## src/rtl/sysctl_pkg.sv

```systemverilog
package sysctl_pkg;

  localparam int DATA_W  = 32;
  localparam int WORD_W  = 10;
  localparam int ADDR_W  = WORD_W + 2;
  localparam int N_CORES = 2;
  localparam int PS_N    = 5;

  localparam logic [WORD_W-1:0] W_ID_FIRST = 10'h3F4;

  typedef enum logic [4:0] {
    RG_NONE, RG_DBG_STAT, RG_DBG_SET, RG_DBG_CLR, RG_SEC_CTL,
    RG_FCLK_DIV, RG_SCLK_DIV, RG_CLK_FORCE, RG_CAUSE, RG_RST_MASK,
    RG_SW_RESET, RG_RETAIN, RG_VTOR0, RG_VTOR1, RG_HOLD,
    RG_NMI_EN, RG_WAKE, RG_EXT_WAKE, RG_PSENSE, RG_ID
  } reg_id_e;

  function automatic logic [DATA_W-1:0] id_word(input logic [3:0] k);
    logic [7:0] b;
    case (k)
      4'd0:    b = 8'h04;
      4'd4:    b = 8'h54;
      4'd5:    b = 8'hB8;
      4'd6:    b = 8'h0B;
      4'd8:    b = 8'h0D;
      4'd9:    b = 8'hF0;
      4'd10:   b = 8'h05;
      4'd11:   b = 8'hB1;
      default: b = 8'h00;
    endcase
    return {24'h0, b};
  endfunction

endpackage

```

## src/rtl/sysctl_decode.sv

```systemverilog
module sysctl_decode
  import sysctl_pkg::*;
#(
  parameter bit EXT_EN = 1'b1
) (
  input  logic [WORD_W-1:0] word,
  output reg_id_e           id,
  output logic [2:0]        ps_idx,
  output logic              rd_ok,
  output logic              wr_ok
);

  reg_id_e raw_id;
  logic    is_ext, ro, wo, zero_ro;

  always_comb begin
    raw_id = RG_NONE;
    is_ext = 1'b0;
    ro     = 1'b0;
    wo     = 1'b0;
    ps_idx = 3'd0;
    case (word)
      10'h000: begin raw_id = RG_DBG_STAT; ro = 1'b1; end
      10'h001: begin raw_id = RG_DBG_SET;  wo = 1'b1; end
      10'h002: begin raw_id = RG_DBG_CLR;  wo = 1'b1; end
      10'h003: begin raw_id = RG_SEC_CTL;   is_ext = 1'b1; end
      10'h004: begin raw_id = RG_FCLK_DIV;  is_ext = 1'b1; end
      10'h005: begin raw_id = RG_SCLK_DIV;  is_ext = 1'b1; end
      10'h006: begin raw_id = RG_CLK_FORCE; is_ext = 1'b1; end
      10'h040: raw_id = RG_CAUSE;
      10'h041: raw_id = RG_RST_MASK;
      10'h042: begin raw_id = RG_SW_RESET; wo = 1'b1; end
      10'h043: raw_id = RG_RETAIN;
      10'h044: raw_id = RG_VTOR0;
      10'h045: begin raw_id = RG_VTOR1;    is_ext = 1'b1; end
      10'h046: raw_id = RG_HOLD;
      10'h047: begin raw_id = RG_NMI_EN;   is_ext = 1'b1; end
      10'h048: raw_id = RG_WAKE;
      10'h049: begin raw_id = RG_EXT_WAKE; is_ext = 1'b1; end
      10'h080: begin raw_id = RG_PSENSE; is_ext = 1'b1; ps_idx = 3'd0; end
      10'h083: begin raw_id = RG_PSENSE; is_ext = 1'b1; ps_idx = 3'd1; end
      10'h084: begin raw_id = RG_PSENSE; is_ext = 1'b1; ps_idx = 3'd2; end
      10'h085: begin raw_id = RG_PSENSE; is_ext = 1'b1; ps_idx = 3'd3; end
      10'h086: begin raw_id = RG_PSENSE; is_ext = 1'b1; ps_idx = 3'd4; end
      default: if (word >= W_ID_FIRST) begin raw_id = RG_ID; ro = 1'b1; end
    endcase
  end

  // Hidden extended words vanish; the NMI word degrades to a read-only zero.
  always_comb begin
    id      = raw_id;
    zero_ro = 1'b0;
    if (is_ext && !EXT_EN) begin
      id      = RG_NONE;
      zero_ro = (raw_id == RG_NMI_EN);
    end
    rd_ok = !wo && ((id != RG_NONE) || zero_ro);
    wr_ok = (id != RG_NONE) && !ro && !zero_ro;
  end

endmodule

```

## src/rtl/sysctl_core_hold.sv

```systemverilog
module sysctl_core_hold
  import sysctl_pkg::*;
#(
  parameter logic [DATA_W-1:0] RST_VAL = '0
) (
  input  logic              clk,
  input  logic              por_rst,
  input  logic              warm_rst,
  input  logic              wr_en,
  input  logic [DATA_W-1:0] wdata,
  output logic [DATA_W-1:0] hold_q,
  output logic [N_CORES-1:0] start
);

  always_ff @(posedge clk) begin
    if (por_rst || warm_rst) hold_q <= RST_VAL;
    else if (wr_en)          hold_q <= wdata;
  end

  for (genvar k = 0; k < N_CORES; k++) begin : g_core
    always_ff @(posedge clk) begin
      if (por_rst || warm_rst) start[k] <= 1'b0;
      else                     start[k] <= wr_en && hold_q[k] && !wdata[k];
    end


    release_on_fall_chk: assert property (@(posedge clk) disable iff (por_rst)
      start[k] |-> ($past(hold_q[k]) && !hold_q[k]));
  end

endmodule

```

## src/rtl/sysctl_regbank.sv

```systemverilog
module sysctl_regbank
  import sysctl_pkg::*;
#(
  parameter logic [31:0] SYS_VERSION = 32'h2000_0000,
  parameter logic [31:0] VTOR0_RST   = 32'h1000_0000,
  parameter logic [31:0] VTOR1_RST   = 32'h1000_0000,
  parameter logic [31:0] HOLD_RST    = 32'h0000_0000
) (
  input  logic               clk,
  input  logic               por_rst,
  input  logic               warm_rst,
  input  logic               bus_sel,
  input  logic               bus_wr,
  input  logic [ADDR_W-1:0]  bus_addr,
  input  logic [DATA_W-1:0]  bus_wdata,
  output logic [DATA_W-1:0]  bus_rdata,
  output logic               bus_err,
  output logic               swrst_req,
  output logic [N_CORES-1:0] core_start,
  output logic [DATA_W-1:0]  vtor0,
  output logic [DATA_W-1:0]  vtor1
);

  localparam bit EXT_EN = (SYS_VERSION[31:28] == 4'd2);

  logic [WORD_W-1:0] word;
  logic [WORD_W-1:0] id_off;
  logic              unused_bits;
  reg_id_e           dec_id;
  logic [2:0]        ps_idx;
  logic              rd_ok, wr_ok, wr_any, wr_en;

  assign word        = bus_addr[ADDR_W-1:2];
  assign id_off      = word - W_ID_FIRST;
  assign unused_bits = ^{bus_addr[1:0], id_off[WORD_W-1:4]};

  sysctl_decode #(.EXT_EN(EXT_EN)) u_decode (
    .word(word), .id(dec_id), .ps_idx(ps_idx), .rd_ok(rd_ok), .wr_ok(wr_ok)
  );

  assign wr_any = bus_sel && bus_wr && wr_ok;
  assign wr_en  = wr_any && !warm_rst;

  logic [DATA_W-1:0] dbg_q, sec_q, fdiv_q, sdiv_q, cforce_q, cause_q, mask_q;
  logic [DATA_W-1:0] retain_q, vtor0_q, vtor1_q, nmi_q, wake_q, ewake_q, hold_q;
  logic [DATA_W-1:0] ps_q [PS_N];

  always_ff @(posedge clk) begin
    if (por_rst || warm_rst) begin
      dbg_q    <= '0;
      sec_q    <= '0;
      fdiv_q   <= '0;
      sdiv_q   <= '0;
      cforce_q <= '0;
      cause_q  <= 32'd1;
      mask_q   <= '0;
      vtor0_q  <= VTOR0_RST;
      vtor1_q  <= VTOR1_RST;
      nmi_q    <= '0;
      wake_q   <= '0;
      ewake_q  <= '0;
    end else if (wr_en) begin
      case (dec_id)
        RG_DBG_SET:   dbg_q    <= dbg_q | bus_wdata;
        RG_DBG_CLR:   dbg_q    <= dbg_q & ~bus_wdata;
        RG_SEC_CTL:   sec_q    <= bus_wdata;
        RG_FCLK_DIV:  fdiv_q   <= bus_wdata;
        RG_SCLK_DIV:  sdiv_q   <= bus_wdata;
        RG_CLK_FORCE: cforce_q <= bus_wdata;
        RG_CAUSE:     cause_q  <= bus_wdata;
        RG_RST_MASK:  mask_q   <= bus_wdata;
        RG_VTOR0:     vtor0_q  <= bus_wdata;
        RG_VTOR1:     vtor1_q  <= bus_wdata;
        RG_NMI_EN:    nmi_q    <= bus_wdata;
        RG_WAKE:      wake_q   <= bus_wdata;
        RG_EXT_WAKE:  ewake_q  <= bus_wdata;
        default: ;
      endcase
    end
  end

  // Retention word: only power-on reset clears it; writes land even under warm reset.
  always_ff @(posedge clk) begin
    if (por_rst)                           retain_q <= '0;
    else if (wr_any && dec_id == RG_RETAIN) retain_q <= bus_wdata;
  end

  for (genvar i = 0; i < PS_N; i++) begin : g_ps
    localparam logic [DATA_W-1:0] PS_RST = (i == 0) ? 32'h7F : 32'h0;
    always_ff @(posedge clk) begin
      if (por_rst || warm_rst)                                    ps_q[i] <= PS_RST;
      else if (wr_en && dec_id == RG_PSENSE && ps_idx == 3'(i))   ps_q[i] <= bus_wdata;
    end
  end

  sysctl_core_hold #(.RST_VAL(HOLD_RST)) u_hold (
    .clk(clk), .por_rst(por_rst), .warm_rst(warm_rst),
    .wr_en(wr_en && dec_id == RG_HOLD), .wdata(bus_wdata),
    .hold_q(hold_q), .start(core_start)
  );

  logic [DATA_W-1:0] rmux;
  always_comb begin
    case (dec_id)
      RG_DBG_STAT:  rmux = dbg_q;
      RG_SEC_CTL:   rmux = sec_q;
      RG_FCLK_DIV:  rmux = fdiv_q;
      RG_SCLK_DIV:  rmux = sdiv_q;
      RG_CLK_FORCE: rmux = cforce_q;
      RG_CAUSE:     rmux = cause_q;
      RG_RST_MASK:  rmux = mask_q;
      RG_RETAIN:    rmux = retain_q;
      RG_VTOR0:     rmux = vtor0_q;
      RG_VTOR1:     rmux = vtor1_q;
      RG_HOLD:      rmux = hold_q;
      RG_NMI_EN:    rmux = nmi_q;
      RG_WAKE:      rmux = wake_q;
      RG_EXT_WAKE:  rmux = ewake_q;
      RG_PSENSE:    rmux = ps_q[ps_idx];
      RG_ID:        rmux = id_word(id_off[3:0]);
      default:      rmux = '0;
    endcase
  end

  always_ff @(posedge clk) begin
    if (por_rst) begin
      bus_rdata <= '0;
      bus_err   <= 1'b0;
      swrst_req <= 1'b0;
    end else begin
      bus_rdata <= (bus_sel && !bus_wr && rd_ok) ? rmux : '0;
      bus_err   <= bus_sel && (bus_wr ? !wr_ok : !rd_ok);
      swrst_req <= wr_en && dec_id == RG_SW_RESET && bus_wdata[9];
    end
  end

  assign vtor0 = vtor0_q;
  assign vtor1 = EXT_EN ? vtor1_q : '0;


  swrst_source_chk: assert property (@(posedge clk) disable iff (por_rst)
    swrst_req |-> $past(bus_sel && bus_wr && bus_wdata[9] && !warm_rst));


  dbg_set_needs_write_chk: assert property (@(posedge clk) disable iff (por_rst)
    (|(dbg_q & ~$past(dbg_q))) |-> $past(bus_sel && bus_wr));


  vtor_quiet_chk: assert property (@(posedge clk) disable iff (por_rst)
    (!$past(bus_sel && bus_wr) && !$past(warm_rst)) |-> ($stable(vtor0) && $stable(vtor1)));


  retain_hold_chk: assert property (@(posedge clk) disable iff (por_rst)
    !$past(bus_sel && bus_wr) |-> $stable(retain_q));


  err_reads_zero_chk: assert property (@(posedge clk) disable iff (por_rst)
    bus_err |-> (bus_rdata == '0));

endmodule

```

## config.mk

```make
export PLATFORM = sky130hd
export DESIGN_NAME = sysctl_regbank
export DESIGN_NICKNAME = d
export VERILOG_FILES = /design/src/rtl/sysctl_pkg.sv /design/src/rtl/sysctl_decode.sv /design/src/rtl/sysctl_core_hold.sv /design/src/rtl/sysctl_regbank.sv
export SDC_FILE = /design/constraint.sdc
export NUM_CORES = 1
export LEC_CHECK = 0
export BUFFER_PORTS_ARGS = -buffer_cell sky130_fd_sc_hd__buf_2
export CAP_MARGIN = 20
export CORE_MARGIN = 1.5
export CORE_UTILIZATION = 35
export CTS_CLUSTER_DIAMETER = 30
export DETAILED_ROUTE_END_ITERATION = 8
export SETUP_SLACK_MARGIN = 0.4
export SLEW_MARGIN = 0
export SYNTH_ARGS = -nofsm -noshare
export SYNTH_HDL_FRONTEND = slang
export SYNTH_HIERARCHICAL = 1
export SYNTH_SLANG_ARGS = --single-unit
```

## constraint.sdc

```tcl
create_clock -name clk -period 5.1 [get_ports clk]
set_input_delay 0.51 -clock clk [delete_from_list [all_inputs] [get_ports clk]]
set_output_delay 0.51 -clock clk [all_outputs]
set_load 0.02 [all_outputs]
```

Word level (Yosys, flattened, before mapping)
Memory sizes are Yosys's and may differ from the RTL's.
Index checks and enable logic that the tools add are counted.
Storage, ports and cells
  register bits: 484
  memory bits (writable): 160
  bits in read-only memories: 128
  input bits: 49
  logic and storage cells: 158
  memories: 2
Cells by class
  $add $sub $neg: 1
  $lt $le $gt $ge: 1
  eq/ne operators: 44
  muxes and demuxes: 31
  bitwise logic cells: 9
  reduce and logical (&&, ||, !) cells: 51
Memory list
  ps_q: words 5, width 32, read ports 1, clocked after Yosys merged registers in 0, wr ports 5, line sysctl_regbank.sv:46  | logic [DATA_W-1:0] ps_q [PS_N];
  (name not given): words 16, width 8, read ports 1, clocked after Yosys merged registers in 0, wr ports 0, line sysctl_pkg.sv:20  | case (k)
Operator list (number)
  $pmux W32 S16: 1
  $mux W32: 5
  $eq A10 B7 Y1 const B: 10
  $pmux W5 S18: 1
  $pmux W32 S2: 1
  $eq A10 B8 Y1 const B: 5
  $eq A5 B4 Y1 const B: 8
  $and A32 B32 Y32: 1
  $not A32 Y32: 1
  $or A32 B32 Y32: 1
  $eq A10 B3 Y1 const B: 3
  $reduce_and A2 Y1: 12
  $logic_and A1 B1 Y1: 22
  $reduce_or A21 Y1: 1
  $eq A10 B2 Y1 const B: 2
  $eq A5 B3 Y1 const B: 4
  $eq A5 B5 Y1 const B: 4
  $mux W1: 20
  $pmux W3 S4: 1
  $eq A10 B1 Y1 const B: 1
  $eq A5 B2 Y1 const B: 2
  $ge A10 B10 Y1 const B: 1
  $logic_not A10 Y1: 1
  $logic_not A1 Y1: 8
  16 further kinds: 21

Logic depth before layout (Yosys ltp)
  word-level depth: 13
  depth in mapped cells: 14
  gate-level depth less buffers: 9

Hierarchy
Netlist, hierarchy kept.
By module, submodules not included
  sysctl_regbank: times used 1, cells each 2927, area an instance 26325.2 um^2, seq. area each 13813.2 um^2
  sysctl_core_hold: times used 1, cells each 109, area an instance 1252.5 um^2, seq. area each 680.7 um^2
  sysctl_decode: times used 1, cells each 51, area an instance 329.1 um^2, seq. area each 0.0 um^2

Worst setup path after synthesis
Ideal clock, no wire load.
  path type: in2reg
  start: in bus_addr[11]
  end: mem ps_q[0][0] (enable)
  setup time: 0.470 ns
  arrival: 5.110 ns
  required time: 4.630 ns
  slack: -0.480 ns
  stages on the path: 10
  cell sequence: or3_1 -> clkbuf_2 -> or4_4 -> or2_1 -> a31oi_1 -> and4b_1 -> clkbuf_1 -> buf_2 -> nand3_1 -> o31ai_1
RTL lines
  start: declaration: line sysctl_regbank.sv:14  | input logic [ADDR_W-1:0] bus_addr,
  end: declaration: line sysctl_regbank.sv:46

==> impl_metrics.ini <==
[status]
status = complete, no violations

[worst_setup_path]
arrival_ns = 4.50
r2r_setup_slack_ns = 3.29
path_class = in -> reg
end_kind = flip-flop
r2r_cells = 5
crit_required_ns = 5.67
r2r_end = bus_rdata[26]
path_max_fanout = 17
critPathLaunchType = input pin
rr_startpoint = nmi_q[26]

[timing]
clock_skew_ns = 0.03016
hold_viol_final = 0
rsz0062_at_grt = false
setup_violations = 0
max_slew_margin_pct = 24.66
slew_viol_final = 0
tightest_slew_ns = 1.102
fin_crit_sh_pct = 77.12
fin_crit_ns = 3.933
timing.hold.ws_ns = 0.2272
fmax_ghz = 0.2542

[grt]
grt_max_degree = 79
antenna_found_initial = 2
grt_pass1_vias = 21740
grt_first_pass_wirelength_um = 136700
gr-usage-all-layers_pct = 21.69
grt-ovfl-total = 0

[clocking]
holdBufCountCts = 0
postCtsSetupBuffers = 0
cts_inserted_buffers = 116
cts_buffer_depth = 3
clk_pin_slew_ns = 0.06
cts_resized = 0
cts.sinks = 644
clk_latency_ns = 0.67
cts_root_buffer = clkbuf_16
cts_tree = done
h-tree-depth = 3

[layout]
fillers = 7675
syn_to_final_growth_pct = 21.19
largest_register_ffs = 160
drive_gt1_share_pct = 16.28
layout.nets = 3212
antenna_cells = 0
final_cells = 4312
utilization_pct = 42.81
largest-register = ps_q

[placed_design]
placed_cells = 4091
gp_congestion = 0.8305
port_buffers = 146
hpwl_um = 58270

[routing]
vias = 23070
final_antenna_net_count = 0
wl_per_cell_um = 21.07
drc = 0
dr.pass1.iters = 5
vias_per_cell = 5.351
routed_wl_um = 90860
drt-initial-drc-count = 2264

[floorplanning]
io_pins = 149
core_sq_mm = 0.07900
start_util_pct = 35.33
die_area_sq_mm = 0.08144
die_x_um = 285.4
row_count = 103
die_y_um = 285.4

[synthesis]
syn_area_per_cell_sq_um = 9.040
syn_nets = 3140
yosysTopAreaCell = dfxtp_1
netlist-cell-type-count = 77
synth_commonest_cells = 879 x nand2_1, 484 x dfxtp_1, 435 x a21oi_1
synth.cell_area_sq_mm = 0.02791
netlist_top_cells_area = dfxtp_1 35%, edfxtp_1 17%, nand2_1 12%
async_reset_ff_share_pct = 0
synth_most_common_cell = nand2_1
synth_ff_type = dfxtp_1
synthCells = 3087
synth_seq_cells = 644
yosysWarningCount = 6
synth_top_area_share_pct = 34.72
synth-seq-area-share_pct = 51.94
synth_edf_count = 160

[pwr]
p_int_uw = 10350
max-vdd-ir-drop_uv = 253.0
power.share.switching_pct = 22.46
pwr-share-seq_pct = 39.8
p_leak_uw = 0.01114
clkPwrFrac_pct = 57.6
p_sw_uw = 3000
p_comb_share_pct = 2.6
p_per_area_mw_per_mm2 = 394.9

[worst_hold_path]
hold_path_startpoint = bus_sel
hp-class = in -> reg
holdPathEnd = bus_err
holdPathStages = 3

[flow_run]
cap_viol_max_count = 0
placed cells by master, fill, tap and decap left out, types with 18 or more instances in the layout:
master and instances:
a31oi_1 33, clkinv_2 29, edfxtp_1 160, nor2_1 61
clkbuf_16 121, a21oi_1 435, a22oi_1 43, nor3_1 18
nand2_1 879, a22o_1 31, buf_2 146, buf_4 79
o22ai_1 32, dfxtp_1 484, and2_1 153, mux2i_1 162
buf_12 26, a221oi_1 30, a211oi_1 33
stage by stage:
step                instance area (sq um)  TNS [ns]  setup WS (ns)  total power [uW]
global placement                    29840         0         0.5976              5753
detailed placement                  29840         0         0.5545              5756
global route                        33820         0         0.9887             13700
CTS                                 33820         0          1.247             13430
finish                              33820         0          1.167             13350
floorplan                           27910    -35.55        -0.3703              5616
how the worst max path moves through the flow:
stage	end	from	depth (start not counted)	slack, ns
final	flip-flop	bus_addr[6]	11	1.17
after detailed placement	sdiv_q[31]	bus_addr[6]	11	0.55
after CTS	sdiv_q[26]	bus_addr[6]	11	1.25
after global placement	flip-flop	bus_addr[6]	11	0.60
after floorplan	ps_q[3][0]	bus_addr[11]	10	-0.37
after global routing	flip-flop	bus_addr[11]	11	0.99
layer usage:
metal / global-route usage [%] / wire (um) / up-vias
met5: 0 / 0 / -
met4: 7.804 / 2688 / 0
met3: 2.952 / 5998 / 148
met2: 34.35 / 42100 / 829
met1: 30.18 / 40080 / 11240
li1: - / - / 10850
power by group through the flow:
stage | combinational (uW) | sequential, uW | clock [uW]
after floorplan | 201 | 5420 | 0
after global placement | 339 | 5410 | 0
after detailed placement | 340 | 5420 | 0
after CTS | 341 | 5320 | 7780
after global routing | 364 | 5320 | 8020
final | 341 | 5320 | 7700
final cells by class:
class	instances	area (sq um)	share of cell area [%]
clock buffer	137	3148	9.308
clock inverter	84	827.0	2.445
inverter	8	30.03	0.08879
multi-input combinational	2138	12160	35.96
sequential	644	14490	42.86
tap	1050	1314	3.885
timing repair buffer	251	1844	5.453
cells by family (layout without fill, tap and decap cells):
| group | after synthesis | in the layout | synth area share (%) |
|---|---|---|---|
| AND/OR/NAND/NOR | 1244 | 1244 | 20.29 |
| multiplexers | 182 | 182 | 7.223 |
| adder cells (fa/ha/maj) | 4 | 4 | 0.1793 |
| XOR/XNOR | 5 | 5 | 0.1570 |
| buffers and inverters | 305 | 480 | 5.048 |
| AO/OA/AOI/OAI | 703 | 703 | 15.17 |
| flip-flops | 644 | 644 | 51.94 |
critical path, stage by stage:
cell      delay [ns]
buf_2           0.12
or4b_4          0.57
or3_2           0.42
o22a_1          0.24
a31oi_1         0.59
nand3_1         0.29
or2_1           0.65
nor4_4          0.37
buf_4           0.36
a21oi_1         0.12
a211oi_1        0.24
(Power assumes the default switching activity.)
